`config.mk`:
```
export PLATFORM = sky130hd
export DESIGN_NAME = mesiSnoopCtrl
export DESIGN_NICKNAME = d
export VERILOG_FILES = /design/src/rtl/mesi_pkg.sv /design/src/rtl/mesiSnoopRule.sv /design/src/rtl/mesiDatapath.sv /design/src/rtl/mesiControl.sv /design/src/rtl/mesiSnoopCtrl.sv
export SDC_FILE = /design/constraint.sdc
export NUM_CORES = 1
export LEC_CHECK = 0
export BUFFER_PORTS_ARGS = -buffer_cell sky130_fd_sc_hd__buf_2
export CAP_MARGIN = 10
export CELL_PAD_IN_SITES_DETAIL_PLACEMENT = 1
export CELL_PAD_IN_SITES_GLOBAL_PLACEMENT = 2
export CORE_ASPECT_RATIO = 0.7
export CORE_MARGIN = 2
export CORE_UTILIZATION = 38
export CTS_CLUSTER_DIAMETER = 30
export DETAILED_ROUTE_END_ITERATION = 10
export PLACE_DENSITY_LB_ADDON = 0.05
export SLEW_MARGIN = 20
export SYNTH_ARGS = -nofsm -noshare
export SYNTH_HDL_FRONTEND = slang
export SYNTH_SLANG_ARGS = --single-unit
```
`constraint.sdc`:
```
create_clock -name clk -period 6.1 [get_ports clk]
set_input_delay 1.525 -clock clk [delete_from_list [all_inputs] [get_ports clk]]
set_output_delay 1.525 -clock clk [all_outputs]
set_load 0.03 [all_outputs]
```
`src/rtl/mesi_pkg.sv`:
```
package mesi_pkg;
  typedef enum logic [1:0] {ST_I = 2'd0, ST_S = 2'd1, ST_E = 2'd2, ST_M = 2'd3} mesi_t;
  typedef enum logic [1:0] {CMD_RD = 2'd0, CMD_RDX = 2'd1, CMD_UPGR = 2'd2, CMD_WB = 2'd3} busCmd_t;
  typedef enum logic [1:0] {C_IDLE, C_IS_PEND, C_IM_PEND, C_SM_PEND} ctrlState_t;

  // Strobes from the processor-side control to the line store
  typedef struct packed {
    logic  lineWe;       // write the state of the request's line
    mesi_t lineState;    // state to write
    logic  tagWe;        // also load the request's tag
    logic  dataWe;       // write the data word
    logic  dataFromBus;  // 1: fill word, 0: processor word
  } procStrobe_t;
endpackage

```
`src/rtl/mesiSnoopRule.sv`:
```
module mesiSnoopRule
  import mesi_pkg::*;
(
  input  logic    hit,
  input  mesi_t   curState,
  input  busCmd_t cmd,
  output logic    stateWe,
  output mesi_t   nextState,
  output logic    flush
);
  always_comb begin
    stateWe   = 1'b0;
    nextState = curState;
    flush     = 1'b0;
    if (hit) begin
      unique case (cmd)
        CMD_RD: begin
          if (curState == ST_M || curState == ST_E) begin
            stateWe   = 1'b1;
            nextState = ST_S;
          end
          flush = (curState == ST_M);
        end
        CMD_RDX: begin
          stateWe   = 1'b1;
          nextState = ST_I;
          flush     = (curState == ST_M);
        end
        CMD_UPGR: begin
          stateWe   = 1'b1;
          nextState = ST_I;
        end
        default: ;
      endcase
    end
  end
endmodule

```
`src/rtl/mesiDatapath.sv`:
```
module mesiDatapath
  import mesi_pkg::*;
#(
  parameter int ADDR_W = 16,
  parameter int DATA_W = 32,
  parameter int IDX_W  = 2
) (
  input  logic              clk,
  input  logic              rstN,
  input  logic [ADDR_W-1:0] cpuAddr,
  input  logic [DATA_W-1:0] cpuWdata,
  input  logic [DATA_W-1:0] busRdData,
  input  procStrobe_t       strobe,
  input  logic              snpValid,
  input  busCmd_t           snpCmd,
  input  logic [ADDR_W-1:0] snpAddr,
  output mesi_t             procState,
  output logic              procTagMatch,
  output logic [ADDR_W-IDX_W-1:0] victimTag,
  output logic [DATA_W-1:0] lineData,
  output logic              snpDone,
  output logic              snpShared,
  output logic              snpDirty,
  output logic              flushValid,
  output logic [DATA_W-1:0] flushData
);
  localparam int LINES = 1 << IDX_W;
  localparam int TAG_W = ADDR_W - IDX_W;

  // Processor-side copy, snoop-side copy, shared data words
  logic [TAG_W-1:0]  tagP [LINES];
  logic [TAG_W-1:0]  tagS [LINES];
  mesi_t             stP  [LINES];
  mesi_t             stS  [LINES];
  logic [DATA_W-1:0] dataArr [LINES];

  logic [IDX_W-1:0] cpuIdx, snpIdx;
  logic [TAG_W-1:0] cpuTag, snpTag;
  assign cpuIdx = cpuAddr[IDX_W-1:0];
  assign cpuTag = cpuAddr[ADDR_W-1:IDX_W];
  assign snpIdx = snpAddr[IDX_W-1:0];
  assign snpTag = snpAddr[ADDR_W-1:IDX_W];

  // Processor-side lookup
  assign procState    = stP[cpuIdx];
  assign procTagMatch = (tagP[cpuIdx] == cpuTag);
  assign victimTag    = tagP[cpuIdx];
  assign lineData     = dataArr[cpuIdx];

  // Snoop-side lookup against the duplicated tags
  logic [LINES-1:0] snpHitVec;
  for (genvar g = 0; g < LINES; g++) begin : gSnpCmp
    assign snpHitVec[g] = (stS[g] != ST_I) && (tagS[g] == snpTag);
  end

  logic  snpHit, snpStateWe, snpFlush;
  mesi_t snpCur, snpNext;
  assign snpHit = snpValid && snpHitVec[snpIdx];
  assign snpCur = stS[snpIdx];

  mesiSnoopRule uRule (
    .hit      (snpHit),
    .curState (snpCur),
    .cmd      (snpCmd),
    .stateWe  (snpStateWe),
    .nextState(snpNext),
    .flush    (snpFlush)
  );

  always_ff @(posedge clk) begin
    if (!rstN) begin
      for (int i = 0; i < LINES; i++) begin
        stP[i]     <= ST_I;
        stS[i]     <= ST_I;
        tagP[i]    <= '0;
        tagS[i]    <= '0;
        dataArr[i] <= '0;
      end
    end else begin
      for (int i = 0; i < LINES; i++) begin
        if (strobe.lineWe && cpuIdx == IDX_W'(i)) begin
          stP[i] <= strobe.lineState;
          stS[i] <= strobe.lineState;
          if (strobe.tagWe) begin
            tagP[i] <= cpuTag;
            tagS[i] <= cpuTag;
          end
        end
        if (strobe.dataWe && cpuIdx == IDX_W'(i))
          dataArr[i] <= strobe.dataFromBus ? busRdData : cpuWdata;
        // snoop update last: the bus order wins
        if (snpStateWe && snpIdx == IDX_W'(i)) begin
          stP[i] <= snpNext;
          stS[i] <= snpNext;
        end
      end
    end
  end

  // Registered snoop response
  always_ff @(posedge clk) begin
    if (!rstN) begin
      snpDone    <= 1'b0;
      snpShared  <= 1'b0;
      snpDirty   <= 1'b0;
      flushValid <= 1'b0;
      flushData  <= '0;
    end else begin
      snpDone    <= snpValid;
      snpShared  <= snpHit;
      snpDirty   <= snpHit && (snpCur == ST_M);
      flushValid <= snpFlush;
      flushData  <= snpFlush ? dataArr[snpIdx] : '0;
    end
  end
endmodule

```
`src/rtl/mesiControl.sv`:
```
module mesiControl
  import mesi_pkg::*;
(
  input  logic        clk,
  input  logic        rstN,
  input  logic        cpuReq,
  input  logic        cpuWrite,
  input  mesi_t       procState,
  input  logic        procTagMatch,
  input  logic        snpCollide,
  input  logic        snpRetarget,
  input  logic        busGrant,
  input  logic        busSharedIn,
  output procStrobe_t strobe,
  output logic        busReq,
  output logic        busCmdValid,
  output busCmd_t     busCmd,
  output logic        victimSel,
  output logic        cpuReady,
  output logic        rdataFromBus
);
  ctrlState_t state, stateNext;
  logic procHit, needWb;

  assign procHit = procTagMatch && (procState != ST_I);
  assign needWb  = (procState == ST_M) && !procTagMatch;

  always_comb begin
    stateNext    = state;
    strobe       = '0;
    strobe.lineState = ST_I;
    busReq       = 1'b0;
    busCmdValid  = 1'b0;
    busCmd       = CMD_RD;
    victimSel    = 1'b0;
    cpuReady     = 1'b0;
    rdataFromBus = 1'b0;
    unique case (state)
      C_IDLE: begin
        if (cpuReq && !snpCollide) begin
          if (procHit) begin
            if (!cpuWrite) begin
              cpuReady = 1'b1;
            end else if (procState == ST_M || procState == ST_E) begin
              strobe.lineWe    = 1'b1;
              strobe.lineState = ST_M;
              strobe.dataWe    = 1'b1;
              cpuReady         = 1'b1;
            end else begin
              stateNext = C_SM_PEND;
            end
          end else begin
            stateNext = cpuWrite ? C_IM_PEND : C_IS_PEND;
          end
        end
      end
      default: begin
        busReq = 1'b1;
        if (state == C_SM_PEND && snpRetarget)
          stateNext = C_IM_PEND;
        if (busGrant) begin
          busCmdValid = 1'b1;
          if (needWb && state != C_SM_PEND) begin
            busCmd           = CMD_WB;
            victimSel        = 1'b1;
            strobe.lineWe    = 1'b1;
            strobe.lineState = ST_I;
          end else begin
            strobe.lineWe = 1'b1;
            strobe.dataWe = 1'b1;
            cpuReady      = 1'b1;
            stateNext     = C_IDLE;
            unique case (state)
              C_IS_PEND: begin
                busCmd             = CMD_RD;
                strobe.lineState   = busSharedIn ? ST_S : ST_E;
                strobe.tagWe       = 1'b1;
                strobe.dataFromBus = 1'b1;
                rdataFromBus       = 1'b1;
              end
              C_IM_PEND: begin
                busCmd           = CMD_RDX;
                strobe.lineState = ST_M;
                strobe.tagWe     = 1'b1;
              end
              default: begin
                busCmd           = CMD_UPGR;
                strobe.lineState = ST_M;
              end
            endcase
          end
        end
      end
    endcase
  end

  always_ff @(posedge clk) begin
    if (!rstN) state <= C_IDLE;
    else       state <= stateNext;
  end
endmodule

```
`src/rtl/mesiSnoopCtrl.sv`:
```
module mesiSnoopCtrl
  import mesi_pkg::*;
#(
  parameter int ADDR_W = 16,
  parameter int DATA_W = 32,
  parameter int IDX_W  = 2
) (
  input  logic              clk,
  input  logic              rstN,
  input  logic              cpuReq,
  input  logic              cpuWrite,
  input  logic [ADDR_W-1:0] cpuAddr,
  input  logic [DATA_W-1:0] cpuWdata,
  output logic              cpuReady,
  output logic [DATA_W-1:0] cpuRdata,
  output logic              busReq,
  input  logic              busGrant,
  output logic              busCmdValid,
  output logic [1:0]        busCmd,
  output logic [ADDR_W-1:0] busAddr,
  output logic [DATA_W-1:0] busWrData,
  input  logic [DATA_W-1:0] busRdData,
  input  logic              busSharedIn,
  input  logic              snpValid,
  input  logic [1:0]        snpCmd,
  input  logic [ADDR_W-1:0] snpAddr,
  output logic              snpDone,
  output logic              snpShared,
  output logic              snpDirty,
  output logic              flushValid,
  output logic [DATA_W-1:0] flushData
);
  localparam int TAG_W = ADDR_W - IDX_W;

  procStrobe_t strobe;
  mesi_t       procState;
  logic        procTagMatch, victimSel, rdataFromBus;
  logic [TAG_W-1:0]  victimTag;
  logic [DATA_W-1:0] lineData;
  busCmd_t     cmdOut, snpCmdT;
  logic        snpCollide, snpRetarget;

  assign snpCmdT     = busCmd_t'(snpCmd);
  assign snpCollide  = snpValid && (snpAddr[IDX_W-1:0] == cpuAddr[IDX_W-1:0]);
  assign snpRetarget = snpValid && (snpAddr == cpuAddr) &&
                       (snpCmdT == CMD_RDX || snpCmdT == CMD_UPGR);

  mesiDatapath #(.ADDR_W(ADDR_W), .DATA_W(DATA_W), .IDX_W(IDX_W)) uPath (
    .clk, .rstN, .cpuAddr, .cpuWdata, .busRdData, .strobe,
    .snpValid, .snpCmd(snpCmdT), .snpAddr,
    .procState, .procTagMatch, .victimTag, .lineData,
    .snpDone, .snpShared, .snpDirty, .flushValid, .flushData
  );

  mesiControl uCtrl (
    .clk, .rstN, .cpuReq, .cpuWrite, .procState, .procTagMatch,
    .snpCollide, .snpRetarget, .busGrant, .busSharedIn,
    .strobe, .busReq, .busCmdValid, .busCmd(cmdOut), .victimSel,
    .cpuReady, .rdataFromBus
  );

  assign busCmd    = cmdOut;
  assign busAddr   = victimSel ? {victimTag, cpuAddr[IDX_W-1:0]} : cpuAddr;
  assign busWrData = victimSel ? lineData : '0;
  assign cpuRdata  = rdataFromBus ? busRdData : lineData;
endmodule

```
==> results.cfg, run 1 <==
[grt]
grt.busiest_layer = met1
grt_overflow = 0
use_met3_pct = 6.97
antenna_found_initial = 1
grt_max_degree = 40
grt_use_total_pct = 24.0
grt_use_met1_pct = 35.8
use_met2_pct = 34.7
grt_pass1_wl_mm = 61.9
grt_pass1_vias = 9563

[detailed_routing]
drtAntennaViolNets = 0
drt_first_iter_violations = 670
routed_via_density = 5.45
firstDrtPassIters = 5
wire_per_inst_um = 24.7
routed_wl_mm = 41.2
drc_errors = 0
route.vias.total = 9104

[final_layout]
final_nets = 1318
final_cell_mix = 224 x buf_2, 192 x edfxtp_1, 146 x nor2_1, 82 x mux4_2, 58 x and2_1
final_common_cell = buf_2
syn2layout_area_growth_pct = 28.2
drive_above_1_share_pct = 39.1
final_area_mm2 = 0.0160
diodes = 0

[sta]
drv_slew = 0
slew_headroom_pct = 44.4
period_minus_slack_ps = 6000
skew_ps = 28.6
worst_slew_pin_slew_ps = 826
rsz0062_at_grt = no
finalCritPeriodShare_pct = 98.4
setup_viol = 0
hold_viol = 0
setup-tns-final_ps = 0
fmax_mhz = 167

[yosys]
yosys.area.top_type = edfxtp_1
yosysWarnings = 0
ys.flop_type = edfxtp_1
syn_area_mm2 = 0.0125
synth.area.top_cells = edfxtp_1 46%, mux4_2 15%, dfxtp_1 6.1%
syn_nets = 1070
synth_cell_types = 52
synth_edf_count = 192
ys_seq_elements = 230
synth.top_cell.area_share_pct = 46.1
ys_seq_area_share_pct = 52.1
syn_inst = 959
avgSynthCellArea_um2 = 13.1
synthArstFlopShare_pct = 0

[clock_network]
cts_root_buf = clkbuf_16
tritoncts = done
clk_latency_ps = 550
ctsResizeCount = 0
clkTransAtPathRegs_ps = 40
clock_path_buffers = 3
h-tree-depth = 2
clock-sinks = 230
cts_buffers = 47

[floorplan]
core-area_mm2 = 0.0323
initial_core_util_pct = 38.7
die_area_mm2 = 0.0344
dieHeight_um = 156
ioPinCount = 226
core.rowCount = 55
chipWidth_um = 221

[pwr]
irDropWorstVdd_v = 0.000228
power.leakage_nw = 6.73
power_density_mw_per_mm2 = 319

[hold_path]
hold_path_class = flop to flop

[critical_path]
setup.worst_path.end_class = output port
start_kind = primary input
crit_type = primary input to output port
cp.arrival_ps = 4480
required_ps = 4580
cp_max_fo = 25

[placed_design]
port_buffers = 225
place_area_mm2 = 0.0144
hpwl_mm = 28.1
gp_routability_congestion = 0.869

[status]
status = finished clean

[flow_run]
cap_violations = 0
==> cell type report <==
type,instances,area [um2]
Fill cell,3341,16300
Sequential cell,230,6530
Multi-Input combinational cell,644,5730
Timing Repair Buffer,273,1590
Clock buffer,56,1250
Tap cell,427,534
Clock inverter,30,377
Inverter,11,41.3
==> what timing repair did <==
item                                    in CTS  in global routing
hold buffers                                 0                  0
setup buffers                                0                  2
endpoints found under the setup margin       0                 10
endpoints found under the hold margin        0                  0
==> through the flow <==
step / utilization, % / setup WS, ps / power (W) / hold slack, ps / std cells
detailed placement: 44.5 / 106 / 0.00251 / 577 / 1583
finish: 49.6 / 99.1 / 0.00512 / 591 / 1671
CTS: 49.6 / 80.6 / 0.00515 / 597 / 1669
global route: 49.6 / 0.611 / 0.00528 / 608 / 1671
floorplan: - / 507 / 0.00225 / 520 / 959
global placement: 44.5 / 174 / 0.00251 / 578 / 1583
==> synth_stat cells, types with 13 or more instances <==
cell type / count
and2_1: 58
mux2i_1: 36
nor2_1: 146
mux2_2: 46
dfxtp_1: 38
nand2_1: 17
and3_1: 33
xnor2_1: 34
nor2b_1: 35
xor2_1: 52
buf_2: 19
mux4_2: 82
clkbuf_1: 49
edfxtp_1: 192
nor4_1: 13
==> state kept, by name (all words and copies together) (netlist names) <==
signal and cells:
uPath.dataArr 128, uPath.tagP 42, uPath.flushData 32, uPath.tagS 14, uPath.stP 6, uCtrl.state 2, uPath.stS 2, uPath.flushValid 1
uPath.snpDirty 1, uPath.snpDone 1, uPath.snpShared 1
==> kinds of logic (layout without fill, tap and decap cells) <==
group	Yosys count	after routing	share of synthesized area, %
compound gates	53	53	3.03
buf+inv	85	370	2.83
simple gates	335	335	13.6
flops	230	230	52.1
xor+xnor	86	86	6.02
mux	164	164	21.8
fa+ha+maj	6	6	0.600
==> critical path, cell delays in order <==
cell and delay (ps):
buf_4 130, buf_12 250, mux4_2 560, xnor2_1 280
nand4_1 230, buf_4 200, o41a_1 610, buf_4 290
and3_1 180, buf_2 170
==> report_power, final <==
| group | internal [W] | switching (W) |
|---|---|---|
| logic | 0.000256 | 0.000412 |
| registers | 0.00178 | 0.0000418 |
| clock network | 0.00179 | 0.000837 |
==> path summary, 6_finish.rpt <==
| check | to | cells past startpoint | from | slack, ps |
|---|---|---|---|---|
| min reg2reg | uCtrl.state[0] | 2 | uCtrl.state[0] | 590 |
| min | uCtrl.state[0] | 2 | uCtrl.state[0] | 590 |
| max reg2reg | uPath.dataArr[1][8] | 12 | uPath.tagP[3][11] | 2080 |
| max | busWrData[12] | 10 | cpuAddr[0] | 100 |
==> metal layers <==
metal  up-vias  part of all wire (%)
met2       313                    42
met1      4683                    48
met3        43                   8.4
met5         -                     0
met4         0                   1.3
li1       4065                     -
(Power assumes the default switching activity.)
==> run 2: changes to the inputs <==
--- a/config.mk
+++ b/config.mk
@@ -10,7 +10,7 @@
 export CELL_PAD_IN_SITES_DETAIL_PLACEMENT = 1
 export CELL_PAD_IN_SITES_GLOBAL_PLACEMENT = 2
 export CORE_ASPECT_RATIO = 0.7
-export CORE_MARGIN = 2
+export CORE_MARGIN = 4
 export CORE_UTILIZATION = 38
 export CTS_CLUSTER_DIAMETER = 30
 export DETAILED_ROUTE_END_ITERATION = 10
==> results.cfg, run 2 (same netlist as run 1, synthesis figures left out) <==
[sta]
setup_slack_ps = 260
finalCritPeriodShare_pct = 95.7
rsz0062_at_grt = no
setup_viol = 0
period_minus_slack_ps = 5840
skew_ps = 16.3
worst_slew_pin_slew_ps = 961
slew_headroom_pct = 35.3
setup-tns-final_ps = 0
hold_viol = 0
drv_slew = 0
fmax_mhz = 171

[floorplan]
initial_core_util_pct = 38.6
die_area_mm2 = 0.0360
ioPinCount = 226
core-area_mm2 = 0.0324
core.rowCount = 55
dieHeight_um = 160
chipWidth_um = 225

[detailed_routing]
wire_per_inst_um = 24.9
drt_first_iter_violations = 602
firstDrtPassIters = 5
drc_errors = 0
routed_wl_mm = 41.8
routed_via_density = 5.42
route.vias.total = 9102
drtAntennaViolNets = 0

[clock_network]
cts_root_buf = clkbuf_16
clock-sinks = 230
clkTransAtPathRegs_ps = 40
ctsResizeCount = 0
cts.hold.buffers_added = 0
cts_buffers = 50
tritoncts = done
h-tree-depth = 2
clock_path_buffers = 3
clk_latency_ps = 560
post-cts-setup-buffers = 0

[final_layout]
final_common_cell = buf_2
syn2layout_area_growth_pct = 28.7
diodes = 0
final_nets = 1320
drive_above_1_share_pct = 39.2
final_cell_mix = 224 x buf_2, 192 x edfxtp_1, 146 x nor2_1, 82 x mux4_2, 58 x and2_1
largestRegisters = uPath.dataArr (128), uPath.tagP (42), uPath.flushData (32)
layoutNonFillerInstCount = 1678
fillers = 3376
final_area_mm2 = 0.0161
largest_reg_flops = 128
regMostFlops = uPath.dataArr

[grt]
grt_pass1_vias = 9718
grt_use_total_pct = 23.0
antenna_found_initial = 0
grt_overflow = 0
grt_max_degree = 41
grt_pass1_wl_mm = 62.6

[pwr]
finalPower_w = 0.00515
irDropWorstVdd_v = 0.000190
power.leakage_nw = 6.77
power_density_mw_per_mm2 = 319

[placed_design]
place_ws_ps = 240
place_area_mm2 = 0.0144
hpwl_mm = 28.8
dpl.cell_count = 1583
port_buffers = 225
gp_routability_congestion = 0.829

[critical_path]
cp_max_fo = 17
start_kind = primary input
r2r-start = uPath.tagS[0][39]
r2r_cells = 11
reg2reg_slack_ps = 2240
cp.arrival_ps = 4310
crit_type = primary input to output port
r2r_end = uPath.dataArr[1][11]
required_ps = 4580
setup.worst_path.end_class = output port

[flow_run]
cap_violations = 0

[hold_path]
hold_path_end = uCtrl.state[0]
hold_path_class = flop to flop
hold_depth = 2
hold_start = uCtrl.state[0]

[status]
status = finished clean
[run 2: cell count changes in the layout (fill, tap and decap cells not counted)]
| cell | before | now |
|---|---|---|
| clkinvlp_4 | 6 | 4 |
| clkbuf_16 | 48 | 50 |
| buf_16 | 0 | 1 |
| buf_4 | 41 | 38 |
| bufinv_16 | 8 | 5 |
| clkinv_1 | 6 | 9 |
| buf_12 | 8 | 9 |
| inv_6 | 1 | 5 |
| clkbuf_8 | 2 | 1 |
| clkinv_4 | 1 | 3 |
| clkinv_2 | 7 | 8 |
| inv_16 | 0 | 2 |
[run 2: power by group]
group          switching [W]  total, W  internal, W
sequential         0.0000424   0.00182      0.00178
combinational       0.000412  0.000667     0.000255
clock               0.000918   0.00266      0.00174
total                0.00137   0.00515      0.00377
[run 2: critical path: stages]
cell and delay (ps):
buf_4 160, buf_12 210, mux4_2 570, xnor2_1 240, nand4_1 230, o41ai_2 380
buf_4 180, nand3_4 80, buf_4 230, mux2_2 310, buf_2 180
[run 2: metrics by stage]
stage                     utilization [%]  hold slack, ps
after floorplan                         -             520
after global placement               44.5             568
after detailed placement             44.5             561
after CTS                            49.6             573
after global routing                 49.7             609
final                                49.7             568
[run 2: worst max-delay path by stage]
stage / start / to / slack [ps]
6_report: cpuAddr[0] / cpuRdata[24] / 260
5_1_grt: cpuAddr[0] / cpuRdata[24] / 80
4_1_cts: cpuAddr[0] / cpuRdata[24] / 220
3_5_place_dp: cpuAddr[0] / cpuRdata[24] / 240
3_3_place_gp: cpuAddr[0] / cpuRdata[24] / 240
2_1_floorplan: cpuAddr[0] / uPath.dataArr[1][0] / 510
[run 2: area by class of cell]
class	instances	area (um2)	area share [%]
Clock buffer	57	1290	7.99
Clock inverter	37	380	2.36
Inverter	11	41.3	0.256
Multi-Input combinational cell	644	5730	35.6
Sequential cell	230	6530	40.5
Tap cell	427	534	3.32
Timing Repair Buffer	272	1610	10.0
[run 2: routing by layer]
metal	share of wire (%)	global-route usage [%]	wire, um	up-vias
li1	-	-	-	4078
met1	48	34.9	19900	4666
met2	43	33.4	18100	317
met3	8.0	6.30	3330	41
met4	1.2	4.26	509	0
met5	0	0	0	-
